`src/rtl/sicmp_pkg.sv`:
```
`timescale 1ns/1ps
// Shared constants and types for the signed immediate compare unit.
// Assumes a 32-bit instruction word numbered big-endian (bit 0 = MSB).
package sicmp_pkg;
    localparam int INSN_W    = 32;
    localparam int XLEN      = 64;
    localparam int NARROW_W  = 32;
    localparam int IMM_W     = 16;
    localparam int NFIELDS   = 8;
    localparam int FIELD_W   = 4;
    localparam int CR_W      = NFIELDS * FIELD_W;
    localparam int FIDX_W    = $clog2(NFIELDS);
    localparam int GIDX_W    = 5;
    localparam int OPC_W     = 6;
    localparam logic [OPC_W-1:0] OPC_CMP_IMM = 6'd11;

    // Instruction layout, most significant field first.
    typedef struct packed {
        logic [OPC_W-1:0]  opc;
        logic [FIDX_W-1:0] fidx;
        logic              rsv;
        logic              wide;
        logic [GIDX_W-1:0] ridx;
        logic [IMM_W-1:0]  imm;
    } insn_t;

    // Condition field contents, less-than in the MSB.
    typedef struct packed {
        logic lt;
        logic gt;
        logic eq;
        logic so;
    } cfield_t;
endpackage

```
`src/rtl/sicmp_decode.sv`:
```
`timescale 1ns/1ps
// Instruction decoder: splits the word into its fields and qualifies it.
// Assumes the word layout in sicmp_pkg::insn_t. Purely combinational.
module sicmp_decode
    import sicmp_pkg::*;
(
    input  logic [INSN_W-1:0] instr_i,
    input  logic              valid_i,
    output logic              accept_o,
    output logic [FIDX_W-1:0] fidx_o,
    output logic              wide_o,
    output logic [GIDX_W-1:0] ridx_o,
    output logic [IMM_W-1:0]  imm_o
);
    insn_t word;

    // Field extraction and acceptance test.
    always_comb begin
        word     = insn_t'(instr_i);
        fidx_o   = word.fidx;
        wide_o   = word.wide;
        ridx_o   = word.ridx;
        imm_o    = word.imm;
        accept_o = valid_i && (word.opc == OPC_CMP_IMM) && !word.rsv;
    end
endmodule

```
`src/rtl/sicmp_compare.sv`:
```
`timescale 1ns/1ps
// Signed magnitude compare of a register against a sign-extended immediate.
// Uses relational operators on signed values, never a wrapping difference,
// so extreme operands order correctly. Combinational.
module sicmp_compare #(
    parameter int XLEN     = 64,
    parameter int NARROW_W = 32,
    parameter int IMM_W    = 16
) (
    input  logic [XLEN-1:0]  opnd_i,
    input  logic [IMM_W-1:0] imm_i,
    input  logic             wide_i,
    output logic             lt_o,
    output logic             gt_o,
    output logic             eq_o
);
    localparam int NPAD = XLEN - NARROW_W;
    localparam int IPAD = XLEN - IMM_W;

    logic [XLEN-1:0] lhs;
    logic [XLEN-1:0] rhs;

    // Operand widening for the selected mode.
    always_comb begin
        if (wide_i) lhs = opnd_i;
        else        lhs = {{NPAD{opnd_i[NARROW_W-1]}}, opnd_i[NARROW_W-1:0]};
        rhs = {{IPAD{imm_i[IMM_W-1]}}, imm_i};
    end

    // Three-way signed relation.
    always_comb begin
        lt_o = $signed(lhs) <  $signed(rhs);
        gt_o = $signed(lhs) >  $signed(rhs);
        eq_o = lhs == rhs;
    end
endmodule

```
`src/rtl/sicmp_crfile.sv`:
```
`timescale 1ns/1ps
// Condition register: NFIELDS fields of FIELD_W bits, field 0 in the top bits.
// One field is written per enabled cycle; synchronous active-low reset.
module sicmp_crfile #(
    parameter int NFIELDS = 8,
    parameter int FIELD_W = 4
) (
    input  logic                       clk,
    input  logic                       rst_n,
    input  logic                       wr_en_i,
    input  logic [$clog2(NFIELDS)-1:0] wr_idx_i,
    input  logic [FIELD_W-1:0]         wr_val_i,
    output logic [NFIELDS*FIELD_W-1:0] cr_o
);
    localparam int CR_W = NFIELDS * FIELD_W;

    for (genvar k = 0; k < NFIELDS; k++) begin : g_field
        localparam int HI = CR_W - 1 - k * FIELD_W;
        logic [FIELD_W-1:0] q;

        // Per-field storage with targeted write.
        always_ff @(posedge clk) begin
            if (!rst_n)                                    q <= '0;
            else if (wr_en_i && (int'(wr_idx_i) == k))     q <= wr_val_i;
        end

        assign cr_o[HI -: FIELD_W] = q;

        // fields other than the target keep their value.
        p_untouched_r7: assert property (@(posedge clk) disable iff (!rst_n)
            (!wr_en_i || int'(wr_idx_i) != k) |=> $stable(cr_o[HI -: FIELD_W]));
        // the target field takes the new value one edge later.
        p_written_r10: assert property (@(posedge clk) disable iff (!rst_n)
            (wr_en_i && int'(wr_idx_i) == k) |=> cr_o[HI -: FIELD_W] == $past(wr_val_i));
    end
endmodule

```
`src/rtl/sicmp_unit.sv`:
```
`timescale 1ns/1ps
// Top: decodes a compare-immediate instruction, compares the register
// operand signed against the immediate and writes one condition field.
// Assumes rs_val_i already holds the register named by rs_idx_o.
module sicmp_unit
    import sicmp_pkg::*;
(
    input  logic              clk,
    input  logic              rst_n,
    input  logic [INSN_W-1:0] instr_i,
    input  logic [XLEN-1:0]   rs_val_i,
    input  logic              so_i,
    input  logic              valid_i,
    output logic              accept_o,
    output logic [GIDX_W-1:0] rs_idx_o,
    output logic [CR_W-1:0]   cr_o
);
    logic              acc;
    logic [FIDX_W-1:0] fidx;
    logic              wide;
    logic [IMM_W-1:0]  imm;
    logic              lt, gt, eq;
    cfield_t           res;

    sicmp_decode i_dec (
        .instr_i  (instr_i),
        .valid_i  (valid_i),
        .accept_o (acc),
        .fidx_o   (fidx),
        .wide_o   (wide),
        .ridx_o   (rs_idx_o),
        .imm_o    (imm)
    );

    sicmp_compare #(.XLEN(XLEN), .NARROW_W(NARROW_W), .IMM_W(IMM_W)) i_cmp (
        .opnd_i (rs_val_i),
        .imm_i  (imm),
        .wide_i (wide),
        .lt_o   (lt),
        .gt_o   (gt),
        .eq_o   (eq)
    );

    // Pack the relation and the overflow copy into a field value.
    always_comb begin
        res.lt = lt;
        res.gt = gt;
        res.eq = eq;
        res.so = so_i;
    end

    sicmp_crfile #(.NFIELDS(NFIELDS), .FIELD_W(FIELD_W)) i_cr (
        .clk      (clk),
        .rst_n    (rst_n),
        .wr_en_i  (acc),
        .wr_idx_i (fidx),
        .wr_val_i (res),
        .cr_o     (cr_o)
    );

    assign accept_o = acc;

    // a rejected cycle leaves the whole register unchanged.
    p_hold_r3: assert property (@(posedge clk) disable iff (!rst_n)
        !accept_o |=> $stable(cr_o));
    // the lowest bit of the written field mirrors the overflow flag.
    p_so_copy_r8: assert property (@(posedge clk) disable iff (!rst_n)
        accept_o |=> cr_o[FIELD_W * (NFIELDS - 1 - int'($past(instr_i[25:23])))] == $past(so_i));
    // the compare yields exactly one relation.
    p_one_rel_r9: assert property (@(posedge clk) disable iff (!rst_n)
        $countones({lt, gt, eq}) == 1);
    // a set reserved bit is never accepted.
    p_rsv_reject_r2: assert property (@(posedge clk) disable iff (!rst_n)
        instr_i[22] |-> !accept_o);
endmodule

```
`config.mk`:
```
export PLATFORM = sky130hd
export DESIGN_NAME = sicmp_unit
export DESIGN_NICKNAME = d
export VERILOG_FILES = /design/src/rtl/sicmp_pkg.sv /design/src/rtl/sicmp_decode.sv /design/src/rtl/sicmp_compare.sv /design/src/rtl/sicmp_crfile.sv /design/src/rtl/sicmp_unit.sv
export SDC_FILE = /design/constraint.sdc
export NUM_CORES = 1
export LEC_CHECK = 0
export ABC_AREA = 1
export BUFFER_PORTS_ARGS = -buffer_cell sky130_fd_sc_hd__buf_4
export CORE_MARGIN = 1.5
export CORE_UTILIZATION = 35
export DETAILED_ROUTE_END_ITERATION = 12
export SETUP_SLACK_MARGIN = 0.05
export SLEW_MARGIN = 5
export SYNTH_ARGS = -nofsm -noshare
export SYNTH_HDL_FRONTEND = slang
export SYNTH_SLANG_ARGS = --single-unit
```
`constraint.sdc`:
```
create_clock -name clk -period 7.6 [get_ports clk]
set_input_delay 0.38 -clock clk [delete_from_list [all_inputs] [get_ports clk]]
set_output_delay 0.38 -clock clk [all_outputs]
set_load 0.005 [all_outputs]
```
==> flow_summary.yaml <==
status:
  status: "completed"
synthesis:
  netlist_area_um2: 3260
  synth_common_cells: "nand2_1, ha_1, inv_1, a21oi_1"
  yosysTopAreaCell: "ha_1"
  syn_avg_cell_area_um2: 6.83
  synth_ff_type: "dfxtp_1"
  synth_top_cell_area_share_pct: 26.5
  ys_top_cells_by_area: "ha_1, dfxtp_1, nand2_1"
  synthCells: 478
  yosys_warnings: 0
  ys_types: 28
  ys_ff_latch: 32
  synthArstFlopShare_pct: 0
  synth_edf_count: 0
  seq_area_frac_synth_pct: 19.6
  synth_most_common_cell: "nand2_1"
  syn-num-nets: 647
global_route:
  met1_usage_pct: 22.2
  grtUsageMet3_pct: 4.57
  grtUsageTotal_pct: 17.3
  antenna_found_initial: 0
  grt_busiest_layer: "met2"
  grt_max_degree: 55
  grtUsageMet2_pct: 29.6
  grt_pass1_vias: 3296
  globalRouteOverflowTotal: 0
  grt_pass1_wl_um: 14300
die:
  ios: 138
  die_width_um: 99.6
  initial_utilization_pct: 35.7
  rows: 35
  die_h_um: 99.6
  core_area_um2: 9150
  die_area_um2: 9910
sta:
  fin_skew_ns: 0
  hold_viol_final: 0
  layout_setup_ws_ns: 4.63
  relSlewSlack_pct: 33.6
  setup_tns_ns: 0
  maxSlewViolCount: 0
  max_freq_mhz: 337
  rsz0062_at_grt: "no"
  min_period_ns: 2.97
  setup_viol: 0
  fin_crit_sh_pct: 39.1
  worst_pin_slew_ns: 0.994
  holdWs_ns: 0.403
setup_path:
  crit_chain: "buf_4, inv_1, nand2_1, nand2_1, ha_1, a21oi_1, o21ai_0, a21oi_1, nand2_1, a21oi_2, nand2_1, nand2_4, nand3_4, a21oi_2"
  critPathTopFamily: "simple AND/OR/NAND/NOR gates"
  crit_type: "input port to flop"
  cp_slowest_cell: "nand2_1"
  crit_path_start: "instr_i[21]"
  worstSetupStartpointType: "input port"
  worst_r2r_path_depth: 2
  worstSetupPathDepth: 14
  cp-end-kind: "flop"
  crit_required_ns: 7.82
  cpPeakStageDelay_ns: 0.68
  crit_fanout: 33
  r2r_start: "i_cr.g_field[6].q[2]"
  cp.arrival_ns: 3.19
  crit_buf_inv: 2
  crit_path_frequent_cell: "nand2_1"
clocking:
  cts_resized: 0
  cts_tree: "yes"
  post_cts_buffers: 0
  cts_hold_buf: 0
  numCtsBuffers: 5
  clock_path_buffers: 2
  root_buffer: "clkbuf_8"
  htreeDepth: 2
  clkLatencyLatePin_ns: 0.28
  cts.clk_slew.worst_paths_ns: 0.07
  clock_sinks: 32
min_path:
  hp-start: "so_i"
  min_path_cells: 3
  hold_path_class: "input port to flop"
placement:
  placed_cell_area_um2: 4280
  portBuffers: 127
  place_ws_ns: 4.32
  hpwlAfterDp_um: 6820
  gp_congestion: 0.826
drt:
  vias: 3395
  drc_errors: 0
  viasPerCell: 4.80
  drtPass1Iterations: 4
  detail_route.iter0.violations: 102
  ant_nets: 0
  wl_per_cell_um: 11.6
  drt_wl_total_um: 8220
finish:
  drive_gt1_share_pct: 27.3
  area_growth_pct: 33.6
  nets: 766
  largest_reg_flops: 32
  num_antenna_cells: 0
  top_regs: "i_cr.g_field.q x32"
  fin_util_pct: 47.6
  finish.instance_area_um2: 4360
  regMostFlops: "i_cr.g_field.q"
pwr:
  switchingPower_w: 0.000148
  peakVddDrop_uv: 46.0
  seqPwrFrac_pct: 36.9
  p_comb_share_pct: 36.5
  p_int_w: 0.000307
  switching_share_pct: 32.5
  p_per_area_nw_per_um2: 104
  p_leak_nw: 2.43
  clockPowerShare_pct: 26.6
flow_run:
  drv_cap: 0
## worst min-delay path, stage by stage
cell     delay, ns
buf_4         0.14
nand2_1       0.07
a21oi_1       0.05
## through the flow
| step | power (W) | cells |
|---|---|---|
| floorplan | 0.000278 | 478 |
| global placement | 0.000334 | 701 |
| detailed placement | 0.000339 | 701 |
| CTS | 0.000461 | 708 |
| global route | 0.000494 | 708 |
| finish | 0.000455 | 708 |
## layout by cell type, fill, tap and decap left out
cell / instances
nor2_2: 9
clkbuf_8: 5
buf_4: 127
nor2_1: 32
nand4_1: 5
a21oi_1: 40
nand4_2: 2
a21o_1: 2
dfxtp_1: 32
inv_2: 2
clkinv_2: 1
ha_1: 69
nand2_2: 3
nor3b_1: 1
clkbuf_1: 1
nor2_4: 1
o21ai_0: 27
a21oi_2: 9
nand2_1: 144
o21ai_1: 3
nor4_4: 1
o21bai_1: 1
inv_1: 46
nor4_1: 3
nor3_1: 7
nand3_1: 15
nand3_4: 2
o21a_1: 6
nand2_4: 1
## metal layers
| layer | vias up | routed length (um) |
|---|---|---|
| li1 | 1823 | - |
| met1 | 1476 | 3790 |
| met2 | 91 | 3800 |
| met3 | 5 | 570 |
| met4 | 0 | 51 |
| met5 | - | 0 |
## power by group through the flow
stage / combinational [W] / sequential (W) / clock, W
after floorplan: 0.000106 / 0.000172 / 0
after global placement: 0.000163 / 0.000172 / 0
after detailed placement: 0.000168 / 0.000172 / 0
after CTS: 0.000169 / 0.000168 / 0.000125
after global routing: 0.000193 / 0.000168 / 0.000133
final: 0.000166 / 0.000168 / 0.000121
## final timing paths
path,endpoint,slack (ns)
min,i_cr.g_field[3].q[0],0.40
max,i_cr.g_field[3].q[2],4.63
max reg2reg,i_cr.g_field[6].q[2],6.90
min reg2reg,i_cr.g_field[3].q[0],0.49
## cell families after synthesis
group / share of synthesized area (%)
adder cells (fa/ha/maj): 26.5
AO/OA/AOI/OAI: 15.2
buffers and inverters: 7.82
flip-flops: 19.6
AND/OR/NAND/NOR: 30.9
## final cells by class
cell class                      instances  area, um^2
Clock inverter                          1        5.00
Fill cell                             930        4790
Timing Repair Buffer                  127         953
Tap cell                              111         139
Inverter                               48         180
Sequential cell                        32         641
Multi-Input combinational cell        383        2370
Clock buffer                            6        72.6
(Power assumes the default switching activity.)
